### src/rtl/iack_pkg.sv
package iack_pkg;

   // entry state field encoding
   typedef enum logic [1:0] {
      ST_NONE     = 2'b00,
      ST_PEND     = 2'b01,
      ST_ACT      = 2'b10,
      ST_PEND_ACT = 2'b11
   } ent_state_e;

   // interrupt group
   typedef enum logic {
      GRP_ZERO = 1'b0,
      GRP_ONE  = 1'b1
   } grp_e;

endpackage

### src/rtl/iack_grp_decode.sv
module iack_grp_decode #(
   parameter int CODE_W  = 4,
   parameter int G0_CODE = 8
) (
   input  logic [CODE_W-1:0] code,
   output iack_pkg::grp_e    grp
);
   initial begin
      if (CODE_W < 1 || G0_CODE >= (1 << CODE_W))
         $error("iack_grp_decode: G0_CODE does not fit CODE_W");
   end

   always_comb begin
      if (code == CODE_W'(G0_CODE)) grp = iack_pkg::GRP_ZERO;
      else                          grp = iack_pkg::GRP_ONE;
   end
endmodule

### src/rtl/iack_preempt.sv
module iack_preempt #(
   parameter int PRIO_W = 8,
   parameter int BP_W   = 3
) (
   input  logic [PRIO_W-1:0] prio,
   input  iack_pkg::grp_e    grp,
   input  logic [BP_W-1:0]   bp0,
   input  logic [BP_W-1:0]   bp1,
   output logic [PRIO_W-1:0] level
);
   localparam int SH_W = BP_W + 1;

   initial begin
      if (PRIO_W < 1 || PRIO_W > 16)
         $error("iack_preempt: PRIO_W out of range");
      if ((1 << SH_W) <= PRIO_W)
         $error("iack_preempt: BP_W too narrow for PRIO_W");
   end

   logic [SH_W-1:0] shift;

   // group 0 binary point drops one more bit than group 1
   always_comb begin
      if (grp == iack_pkg::GRP_ZERO) shift = {1'b0, bp0} + SH_W'(1);
      else                           shift = {1'b0, bp1};
   end

   // keep only bits at or above the shift position
   for (genvar gi = 0; gi < PRIO_W; gi++) begin : g_mask
      assign level[gi] = prio[gi] & (SH_W'(gi) >= shift);
   end
endmodule

### src/rtl/iack_gate.sv
module iack_gate #(
   parameter int PRIO_W = 8
) (
   input  logic              cand_vld,
   input  iack_pkg::grp_e    cand_grp,
   input  iack_pkg::grp_e    rd_grp,
   input  logic [PRIO_W-1:0] cand_prio,
   input  logic [PRIO_W-1:0] prio_mask,
   input  logic [PRIO_W-1:0] pre_level,
   input  logic [PRIO_W-1:0] act_hi_prio,
   output logic              grant
);
   logic ok_grp, ok_mask, ok_pre;

   always_comb begin
      ok_grp  = (cand_grp == rd_grp);
      ok_mask = (prio_mask > cand_prio);
      ok_pre  = (act_hi_prio > pre_level);
      grant   = cand_vld & ok_grp & ok_mask & ok_pre;
   end
endmodule

### src/rtl/iack_entry_update.sv
module iack_entry_update #(
   parameter int ID_W    = 16,
   parameter int MAX_SPI = 1019
) (
   input  logic [ID_W-1:0]      vid,
   output iack_pkg::ent_state_e new_state
);
   initial begin
      if (MAX_SPI >= (1 << ID_W))
         $error("iack_entry_update: MAX_SPI does not fit ID_W");
   end

   // message-based IDs above the shared range carry no active state
   always_comb begin
      if (vid <= ID_W'(MAX_SPI)) new_state = iack_pkg::ST_ACT;
      else                       new_state = iack_pkg::ST_NONE;
   end
endmodule

### src/rtl/iack_ctrl.sv
module iack_ctrl #(
   parameter int ID_W     = 16,
   parameter int PRIO_W   = 8,
   parameter int IDX_W    = 4,
   parameter int BP_W     = 3,
   parameter int CODE_W   = 4,
   parameter int G0_CODE  = 8,
   parameter int MAX_SPI  = 1019,
   parameter int SPUR_ID  = 1023
) (
   input  logic              clk,
   input  logic              rst_n,
   input  logic              req_vld,
   input  logic [CODE_W-1:0] req_code,
   input  logic              cand_vld,
   input  logic [IDX_W-1:0]  cand_idx,
   input  logic [ID_W-1:0]   cand_vid,
   input  logic [PRIO_W-1:0] cand_prio,
   input  logic              cand_grp,
   input  logic [1:0]        cand_state,
   input  logic [PRIO_W-1:0] prio_mask,
   input  logic [BP_W-1:0]   bp0,
   input  logic [BP_W-1:0]   bp1,
   input  logic [PRIO_W-1:0] act_hi_prio,
   output logic              rsp_vld,
   output logic [ID_W-1:0]   rsp_id,
   output logic              wb_en,
   output logic [IDX_W-1:0]  wb_idx,
   output logic [ID_W-1:0]   wb_vid,
   output logic [PRIO_W-1:0] wb_prio,
   output logic              wb_grp,
   output logic [1:0]        wb_state,
   output logic              set_act_en,
   output logic [PRIO_W-1:0] set_act_prio,
   output logic              set_act_grp
);
   import iack_pkg::*;

   localparam logic [ID_W-1:0] SPUR = ID_W'(SPUR_ID);

   initial begin
      if (SPUR_ID <= MAX_SPI)
         $error("iack_ctrl: spurious ID must lie above shared range");
      if (SPUR_ID >= (1 << ID_W))
         $error("iack_ctrl: SPUR_ID does not fit ID_W");
   end

   grp_e              rd_grp;
   grp_e              c_grp;
   logic [PRIO_W-1:0] pre_level;
   logic              grant;
   ent_state_e        nxt_state;
   logic [1:0]        unused_state;

   assign c_grp        = grp_e'(cand_grp);
   assign unused_state = cand_state;

   iack_grp_decode #(.CODE_W(CODE_W), .G0_CODE(G0_CODE)) u_dec (
      .code (req_code),
      .grp  (rd_grp)
   );

   iack_preempt #(.PRIO_W(PRIO_W), .BP_W(BP_W)) u_pre (
      .prio  (cand_prio),
      .grp   (rd_grp),
      .bp0   (bp0),
      .bp1   (bp1),
      .level (pre_level)
   );

   iack_gate #(.PRIO_W(PRIO_W)) u_gate (
      .cand_vld    (cand_vld),
      .cand_grp    (c_grp),
      .rd_grp      (rd_grp),
      .cand_prio   (cand_prio),
      .prio_mask   (prio_mask),
      .pre_level   (pre_level),
      .act_hi_prio (act_hi_prio),
      .grant       (grant)
   );

   iack_entry_update #(.ID_W(ID_W), .MAX_SPI(MAX_SPI)) u_upd (
      .vid       (cand_vid),
      .new_state (nxt_state)
   );

   // response, write-back and tracker strobe leave together
   logic              r_vld, r_gnt;
   logic [ID_W-1:0]   r_id;
   logic [IDX_W-1:0]  r_idx;
   logic [PRIO_W-1:0] r_prio;
   logic              r_grp;
   logic [1:0]        r_state;

   always_ff @(posedge clk or negedge rst_n) begin
      if (!rst_n) begin
         r_vld   <= 1'b0;
         r_gnt   <= 1'b0;
         r_id    <= '0;
         r_idx   <= '0;
         r_prio  <= '0;
         r_grp   <= 1'b0;
         r_state <= '0;
      end else begin
         r_vld <= req_vld;
         r_gnt <= req_vld & grant;
         if (req_vld) begin
            r_id    <= grant ? cand_vid : SPUR;
            r_idx   <= cand_idx;
            r_prio  <= cand_prio;
            r_grp   <= rd_grp;
            r_state <= nxt_state;
         end
      end
   end

   assign rsp_vld      = r_vld;
   assign rsp_id       = r_id;
   assign wb_en        = r_gnt;
   assign wb_idx       = r_idx;
   assign wb_vid       = r_id;
   assign wb_prio      = r_prio;
   assign wb_grp       = r_grp;
   assign wb_state     = r_state;
   assign set_act_en   = r_gnt;
   assign set_act_prio = r_prio;
   assign set_act_grp  = r_grp;

   AST_RSP_FOLLOWS_REQ: assert property (@(posedge clk) disable iff (!rst_n)
      rsp_vld |-> $past(req_vld));
   AST_REQ_GIVES_RSP: assert property (@(posedge clk) disable iff (!rst_n)
      req_vld |=> rsp_vld);
   AST_WB_IN_RSP: assert property (@(posedge clk) disable iff (!rst_n)
      wb_en |-> rsp_vld);
   AST_WB_NEEDS_CAND: assert property (@(posedge clk) disable iff (!rst_n)
      wb_en |-> $past(cand_vld));
   AST_WB_GRP_MATCH: assert property (@(posedge clk) disable iff (!rst_n)
      set_act_en |-> (set_act_grp == $past(cand_grp)));
   AST_UNDER_MASK: assert property (@(posedge clk) disable iff (!rst_n)
      set_act_en |-> (set_act_prio < $past(prio_mask)));
   AST_LPI_NO_STATE: assert property (@(posedge clk) disable iff (!rst_n)
      (wb_en && wb_vid > ID_W'(MAX_SPI)) |-> (wb_state == ST_NONE));
   AST_SPI_ACTIVE: assert property (@(posedge clk) disable iff (!rst_n)
      (wb_en && wb_vid <= ID_W'(MAX_SPI)) |-> (wb_state == ST_ACT));
   AST_DENY_SPUR: assert property (@(posedge clk) disable iff (!rst_n)
      (rsp_vld && !wb_en) |-> (rsp_id == SPUR));
endmodule

### config.mk
export PLATFORM = sky130hd
export DESIGN_NAME = iack_ctrl
export DESIGN_NICKNAME = d
export VERILOG_FILES = /design/src/rtl/iack_pkg.sv /design/src/rtl/iack_grp_decode.sv /design/src/rtl/iack_preempt.sv /design/src/rtl/iack_gate.sv /design/src/rtl/iack_entry_update.sv /design/src/rtl/iack_ctrl.sv
export SDC_FILE = /design/constraint.sdc
export NUM_CORES = 1
export LEC_CHECK = 0
export ABC_AREA = 1
export BUFFER_PORTS_ARGS = -buffer_cell sky130_fd_sc_hd__buf_2
export CAP_MARGIN = 15
export CORE_UTILIZATION = 46
export DETAILED_ROUTE_END_ITERATION = 7
export PLACE_DENSITY = 0.89
export SETUP_SLACK_MARGIN = 0.1
export SLEW_MARGIN = 20
export SYNTH_ARGS = -nofsm -noshare
export SYNTH_HDL_FRONTEND = slang
export SYNTH_HIERARCHICAL = 1
export SYNTH_SLANG_ARGS = --single-unit
### constraint.sdc
create_clock -name clk -period 0.8 [get_ports clk]
set_input_delay 0 -clock clk [delete_from_list [all_inputs] [get_ports clk]]
set_output_delay 0 -clock clk [all_outputs]
set_load 0.02 [all_outputs]
==> impl_metrics.json, run 1 <==
{
  "post_synth_mux_area_share_pct": 0,
  "r2r_slack_ns": -0.09,
  "floorplan.io_pins": 120,
  "finalCritPeriodShare_pct": 244,
  "floorplan.rows": 25,
  "worst_setup_hold_path_clk_slew_ns": 0.07,
  "postSynth.topFlopCell": "sky130_fd_sc_hd__dfrtp_1",
  "final-max-slew-violation-count": 0,
  "layout_cells_sized_above_1_pct": 46.5,
  "timing.critical_path.to_type": "flop",
  "synth-xor-area-share_pct": 0,
  "die_width_um": 73.1,
  "yosysSeqAreaShare_pct": 35.5,
  "r2r_start": "rsp_id[14]",
  "die_area_sq_um": 5340,
  "clock-skew-final_ns": 0,
  "grt_setup_unrepaired": "true",
  "max-clock-path-buffers": 2,
  "syn-num-nets": 410,
  "report.final.hold_viol_count": 0,
  "groute.layer.met2.usage_pct": 57.1,
  "peakVddDrop_uv": 719,
  "final_setup_slack_of_the_worst_path_ns": -1.15,
  "worst_skew_pair.late_latency_ns": 0.29,
  "initial_antenna_violation_count": 0,
  "post_synthesis_cell_area_sq_um": 2320,
  "port_buffers": 117,
  "number_of_max_cap_violations": 0,
  "run_status": "complete, but fails checks",
  "synth_top_cell_by_area": "sky130_fd_sc_hd__dfrtp_1",
  "finalWirelength_um": 8710,
  "use_met1_pct": 31.5,
  "pre_cts_slack_ns": -1.34,
  "clockRootBuffer": "sky130_fd_sc_hd__clkbuf_8",
  "post_synth_most_frequent_cells": "sky130_fd_sc_hd__nand2_1, sky130_fd_sc_hd__inv_1, sky130_fd_sc_hd__dfrtp_1, sky130_fd_sc_hd__buf_4, sky130_fd_sc_hd__nor2_1",
  "total_negative_setup_slacks_ns": -22.70,
  "level_count_of_the_clock_h_tree": 2,
  "critical_path_arrival_ns": 2.13,
  "postSynthRegisterBits": 33,
  "worst-path-max-fanout": 5,
  "first_pass_iters": 5,
  "min-delay-start": "cand_vid[0]",
  "critPathKind": "in -> reg",
  "clk_sinks": 33,
  "drtIter0Drc": 235,
  "route.detailed.wl_per_inst_um": 15.9,
  "synthesis.area_per_instance_sq_um": 7.00,
  "startpoint_type": "primary input",
  "numCtsBuffers": 5,
  "hold_ws_ns": 0.0284,
  "antenna_cells": 0,
  "ff2ff_path_depth": 3,
  "grt_pass1_wl_um": 12300,
  "worst_hold_path.num_cells": 5,
  "top_cells_by_area_synth": "sky130_fd_sc_hd__dfrtp_1, sky130_fd_sc_hd__nand2_1, sky130_fd_sc_hd__buf_4",
  "synth_top_family_by_area": "simple AND/OR/NAND/NOR gates",
  "min_delay_worst_endpoint": "rsp_id[0]",
  "ant_nets": 0,
  "viasPerCell": 5.11,
  "final-setup-viol-count": 79,
  "max_freq_ghz": 0.513,
  "start_util_pct": 48.5,
  "gp_congestion": 0.904,
  "async_flop_share_pct": 100,
  "yosys.cell_count.top_type": "sky130_fd_sc_hd__nand2_1",
  "syn_to_final_growth_pct": 70.7,
  "synth_cells": 332,
  "hold_path.class": "in -> reg",
  "worst_ep_required_time_ns": 0.98,
  "worstReg2RegEnd": "rsp_id[14]",
  "yosys.area_share.simple_pct": 29.5,
  "leakage_nw": 2.30,
  "grt_max_degree": 32,
  "met3_demand_to_capacity_share_in_global_routing_pct": 6.91,
  "fp.coreArea_sq_um": 4790,
  "top_usage_layer": "met2",
  "ys.warnings.count": 6,
  "fin_crit_ns": 1.95,
  "synth_enable_flop_cells": 0,
  "fp.dieH_um": 73.1,
  "vias": 2808,
  "synth-compound-area-share_pct": 3.93,
  "violations": "negative setup slack",
  "tritoncts": "yes",
  "yosys.area_share.adder_pct": 9.15,
  "power.density_nw_per_um2": 1290,
  "synth.distinct_cells": 22,
  "grtUsageTotal_pct": 30.5,
  "remaining_drcs": 0,
  "first_global_vias": 2730,
  "synth_top_cell_area_share_pct": 35.5,
  "finalCoreUtilization_pct": 82.8,
  "globalRouteOverflowTotal": 0,
  "num-nets-final": 559,
  "post-dp-hpwl_um": 4420
}
## per-layer routing
layer | vias to the layer above | part of all wire, %
met2 | 218 | 51
met4 | 0 | 4.5
met5 | - | 0
met3 | 48 | 9.4
li1 | 1247 | -
met1 | 1295 | 35
## logic make-up after synthesis
group / count (synthesis)
compound gates: 14
simple gates: 173
flops: 33
fa+ha+maj: 17
buf+inv: 94
other cells: 1
## sequential cells by signal (all words and copies together) (netlist names)
| signal | flops |
|---|---|
| set_act_prio | 8 |
| rsp_vld | 1 |
| wb_idx | 4 |
| wb_state | 2 |
| set_act_en | 1 |
| rsp_id | 16 |
| set_act_grp | 1 |
## critical path, stage by stage
cell,delay [ns]
sky130_fd_sc_hd__buf_8,0.08
sky130_fd_sc_hd__inv_8,0.03
sky130_fd_sc_hd__nor2_4,0.13
sky130_fd_sc_hd__nand2_4,0.08
sky130_fd_sc_hd__buf_6,0.12
sky130_fd_sc_hd__nand2_1,0.07
sky130_fd_sc_hd__nand2_2,0.06
sky130_fd_sc_hd__buf_4,0.14
sky130_fd_sc_hd__nand2_2,0.07
sky130_fd_sc_hd__nand3_2,0.05
sky130_fd_sc_hd__nand2_1,0.06
sky130_fd_sc_hd__inv_1,0.04
sky130_fd_sc_hd__inv_1,0.05
sky130_fd_sc_hd__ha_1,0.22
sky130_fd_sc_hd__nand4_1,0.13
sky130_fd_sc_hd__nor2_2,0.05
sky130_fd_sc_hd__nor2_1,0.09
sky130_fd_sc_hd__nand2_1,0.10
sky130_fd_sc_hd__nor2_4,0.17
sky130_fd_sc_hd__clkbuf_16,0.18
sky130_fd_sc_hd__nand2_4,0.05
sky130_fd_sc_hd__nand2_1,0.09
sky130_fd_sc_hd__nand2_1,0.07
## cells in the final DEF, fill, tap and decap left out, drive strengths merged
master,count
dlygate4sd3,14
clkbuf,7
buf,161
conb,1
nor2,26
clkinv,2
nand2,138
dfrtp,33
or2,2
a21oi,6
o21ai,7
a21o,1
inv,60
nand3,5
ha,17
nand4,2
## worst max-delay path by stage
stage                      from    endpoint  slack, ns  cells past startpoint
detailed placement  req_code[3]   rsp_id[0]      -1.34                     22
global placement    req_code[3]  rsp_id[15]      -1.31                     21
global route        req_code[3]   rsp_id[1]      -1.27                     23
floorplan           req_code[3]   rsp_id[0]      -1.06                     21
finish              req_code[3]   rsp_id[1]      -1.15                     23
CTS                 req_code[3]   rsp_id[0]      -1.04                     21
## timing repair
item,in CTS,in global routing
resized for setup,144,48
hold buffers,14,0
pin swaps,12,23
hold endpoints to repair,46,0
setup endpoints to repair,76,80
setup buffers,24,16
gates cloned,1,0
## per-stage QoR
step | std cells | cell area [sq um] | total power, mW
6_report | 549 | 3970 | 5.11
5_1_grt | 549 | 3970 | 5.32
4_1_cts | 546 | 3780 | 4.85
3_5_place_dp | 499 | 2880 | 3.18
3_3_place_gp | 499 | 2880 | 3.14
2_1_floorplan | 332 | 2340 | 2.76
## final cells by class
| type | instances | area (sq um) |
|---|---|---|
| clock buffer | 6 | 72.6 |
| tap | 67 | 83.8 |
| multi-input combinational | 205 | 1180 |
| fill | 269 | 821 |
| inverter | 60 | 240 |
| clock inverter | 2 | 10.0 |
| sequential | 33 | 827 |
| timing repair buffer | 176 | 1550 |
## power breakdown
part | internal (mW) | switching, mW | leakage [nW]
clock network | 0.603 | 0.653 | 0.0450
logic | 0.938 | 0.991 | 1.85
registers | 1.78 | 0.144 | 0.399
total | 3.32 | 1.79 | 2.30
No activity file was read; power rests on OpenSTA's default activity.
==> inputs of run 2 (changes only) <==
Settings changed: BUFFER_PORTS_ARGS -buffer_cell sky130_fd_sc_hd__buf_2 to unset, CORE_UTILIZATION 46 to 64, DONT_BUFFER_PORTS set to 1, PLACE_DENSITY 0.89 to 0.88.
==> impl_metrics.json, run 2 (synthesis gave the netlist of run 1 again) <==
{
  "cell_area_reported_after_detailed_placement_sq_um": 2360,
  "die_width_um": 62.3,
  "num-nets-final": 462,
  "report.final.hold_viol_count": 66,
  "die_area_sq_um": 3880,
  "drtIter0Drc": 319,
  "fp.coreArea_sq_um": 3420,
  "fp.dieH_um": 62.3,
  "finalCritPeriodShare_pct": 224,
  "clockRootBuffer": "sky130_fd_sc_hd__clkbuf_4",
  "cp.buffers_inverters": 5,
  "syn_to_final_growth_pct": 36.6,
  "final_setup_slack_of_the_worst_path_ns": -0.990,
  "post-dp-hpwl_um": 3440,
  "final-seq-area_sq_um": 827,
  "cells_along_the_critical_path": "inv_8 -> nor2_4 -> nand2_2 -> inv_2 -> or2_4 -> nand2_4 -> nand2_4 -> nor2_2 -> inv_1 -> ha_4 -> nand2_2 -> inv_2 -> nand2_1 -> a21oi_2 -> nor2_2 -> nor2_4 -> clkbuf_16 -> nand2_2 -> nand2_1 -> nand2_1",
  "run_status": "complete, but fails checks",
  "clk_sinks": 33,
  "clock-skew-final_ns": 0,
  "peakVddDrop_uv": 946,
  "critPathKind": "in -> reg",
  "initial_antenna_violation_count": 0,
  "port_buffers": 0,
  "timing.critical_path.to_type": "flop",
  "pre_cts_slack_ns": -1.31,
  "highest_count_cells_in_the_layout_ignoring_fill_and_taps": "sky130_fd_sc_hd__nand2_1, sky130_fd_sc_hd__inv_1, sky130_fd_sc_hd__buf_6, sky130_fd_sc_hd__dfrtp_1, sky130_fd_sc_hd__buf_4",
  "cts-hold-fix-buffers": 18,
  "max-clock-path-buffers": 2,
  "power.density_nw_per_um2": 1430,
  "worst_setup_hold_path_clk_slew_ns": 0.12,
  "tritoncts": "yes",
  "r2r_slack_ns": -0.08,
  "remaining_drcs": 1,
  "floorplan.io_pins": 120,
  "number_of_max_cap_violations": 0,
  "critical_path.max_stage_delay_ns": 0.28,
  "grt_max_degree": 34,
  "fin_crit_ns": 1.79,
  "final-max-slew-violation-count": 0,
  "total_negative_setup_slacks_ns": -23.11,
  "worst-path-max-fanout": 5,
  "globalRouteOverflowTotal": 0,
  "first_pass_iters": 8,
  "filler_cell_count": 110,
  "grt_setup_unrepaired": "true",
  "grtUsageTotal_pct": 32.4,
  "commonest_non_fill_non_tap_cell_in_the_layout": "sky130_fd_sc_hd__nand2_1",
  "cp_top_family": "simple AND/OR/NAND/NOR gates",
  "level_count_of_the_clock_h_tree": 2,
  "worst_ep_required_time_ns": 1.06,
  "leakage_nw": 1.81,
  "violations": "design-rule violations, negative hold slack, negative setup slack",
  "max_freq_ghz": 0.559,
  "gp_congestion": 0.804,
  "vias": 2481,
  "hold_ws_ns": -0.681,
  "ant_nets": 0,
  "floorplan.rows": 21,
  "viasPerCell": 5.76,
  "finalWirelength_um": 8230,
  "design_area_sq_um": 3170,
  "numCtsBuffers": 5,
  "critical_path_arrival_ns": 2.05,
  "first_global_vias": 2215,
  "largest_register_ffs": 16,
  "grt_pass1_wl_um": 9720,
  "footprint_of_the_multi_input_gates_sq_um": 1170,
  "hold_path.class": "in -> async",
  "start_util_pct": 68.0,
  "antenna_cells": 0,
  "worst_skew_pair.late_latency_ns": 0.35,
  "final-setup-viol-count": 77,
  "critPathSlowestCell": "sky130_fd_sc_hd__or2_4",
  "design_power_total_mw": 4.55,
  "layout_cells_sized_above_1_pct": 31.9,
  "startpoint_type": "primary input",
  "route.detailed.wl_per_inst_um": 19.1
}
run 2: cell types whose count changed in the layout (fill, tap and decap cells not counted), sizes merged:
cell / change
clkinv: -1
dlymetal6s4s: +4
buf: -101
clkbuf: +1
run 2: cell type report:
class,instances,share of cell area [%]
Tap cell,46,1.81
Multi-Input combinational cell,205,36.8
Timing Repair Buffer,79,25.6
Clock inverter,1,0.158
Sequential cell,33,26.1
Clock buffer,7,2.05
Inverter,60,7.49
run 2: stage by stage:
step           cells  util, %
2_1_floorplan    332        -
3_3_place_gp     376     69.1
3_5_place_dp     376     69.1
4_1_cts          414     85.2
5_1_grt          431     92.9
6_report         431     92.9
run 2: final timing paths:
kind | from | end | depth (start not counted)
max | req_code[3] | rsp_id[1] | 20
min | rst_n | rsp_id[8] | 0
max reg2reg | rsp_id[1] | rsp_id[1] | 4
min reg2reg | wb_state[0] | wb_state[0] | 2
max in group asynchronous | rst_n | wb_idx[3] | 0
min in group clk | req_vld | rsp_vld | 0
run 2: worst reg2reg max path, delay by kind of cell (launching register included):
kind,cells,cell delay [ns]
buf+inv,2,0.26
flops,1,0.41
simple gates,2,0.13
run 2: routing by layer:
metal	GRT usage [%]	up-vias	wire length, um
met3	9.01	70	819
li1	-	1054	-
met5	0	-	0
met1	32.5	1121	2730
met2	60.0	236	4090
met4	17.2	0	594
run 2: timing repair:
item                                   in CTS  in global routing
resized for setup                          46                 41
pin swaps                                   4                 31
endpoints found under the hold margin      66                 66
gates cloned                                0                  1
setup endpoints to repair                  76                 82
setup buffers                              12                 17
run 2: report_power, final:
part,internal (mW),leakage [nW],switching [mW]
Sequential,1.78,0.399,0.112
Clock,0.510,0.0413,0.637
Combinational,0.670,1.37,0.838
Total,2.96,1.81,1.59
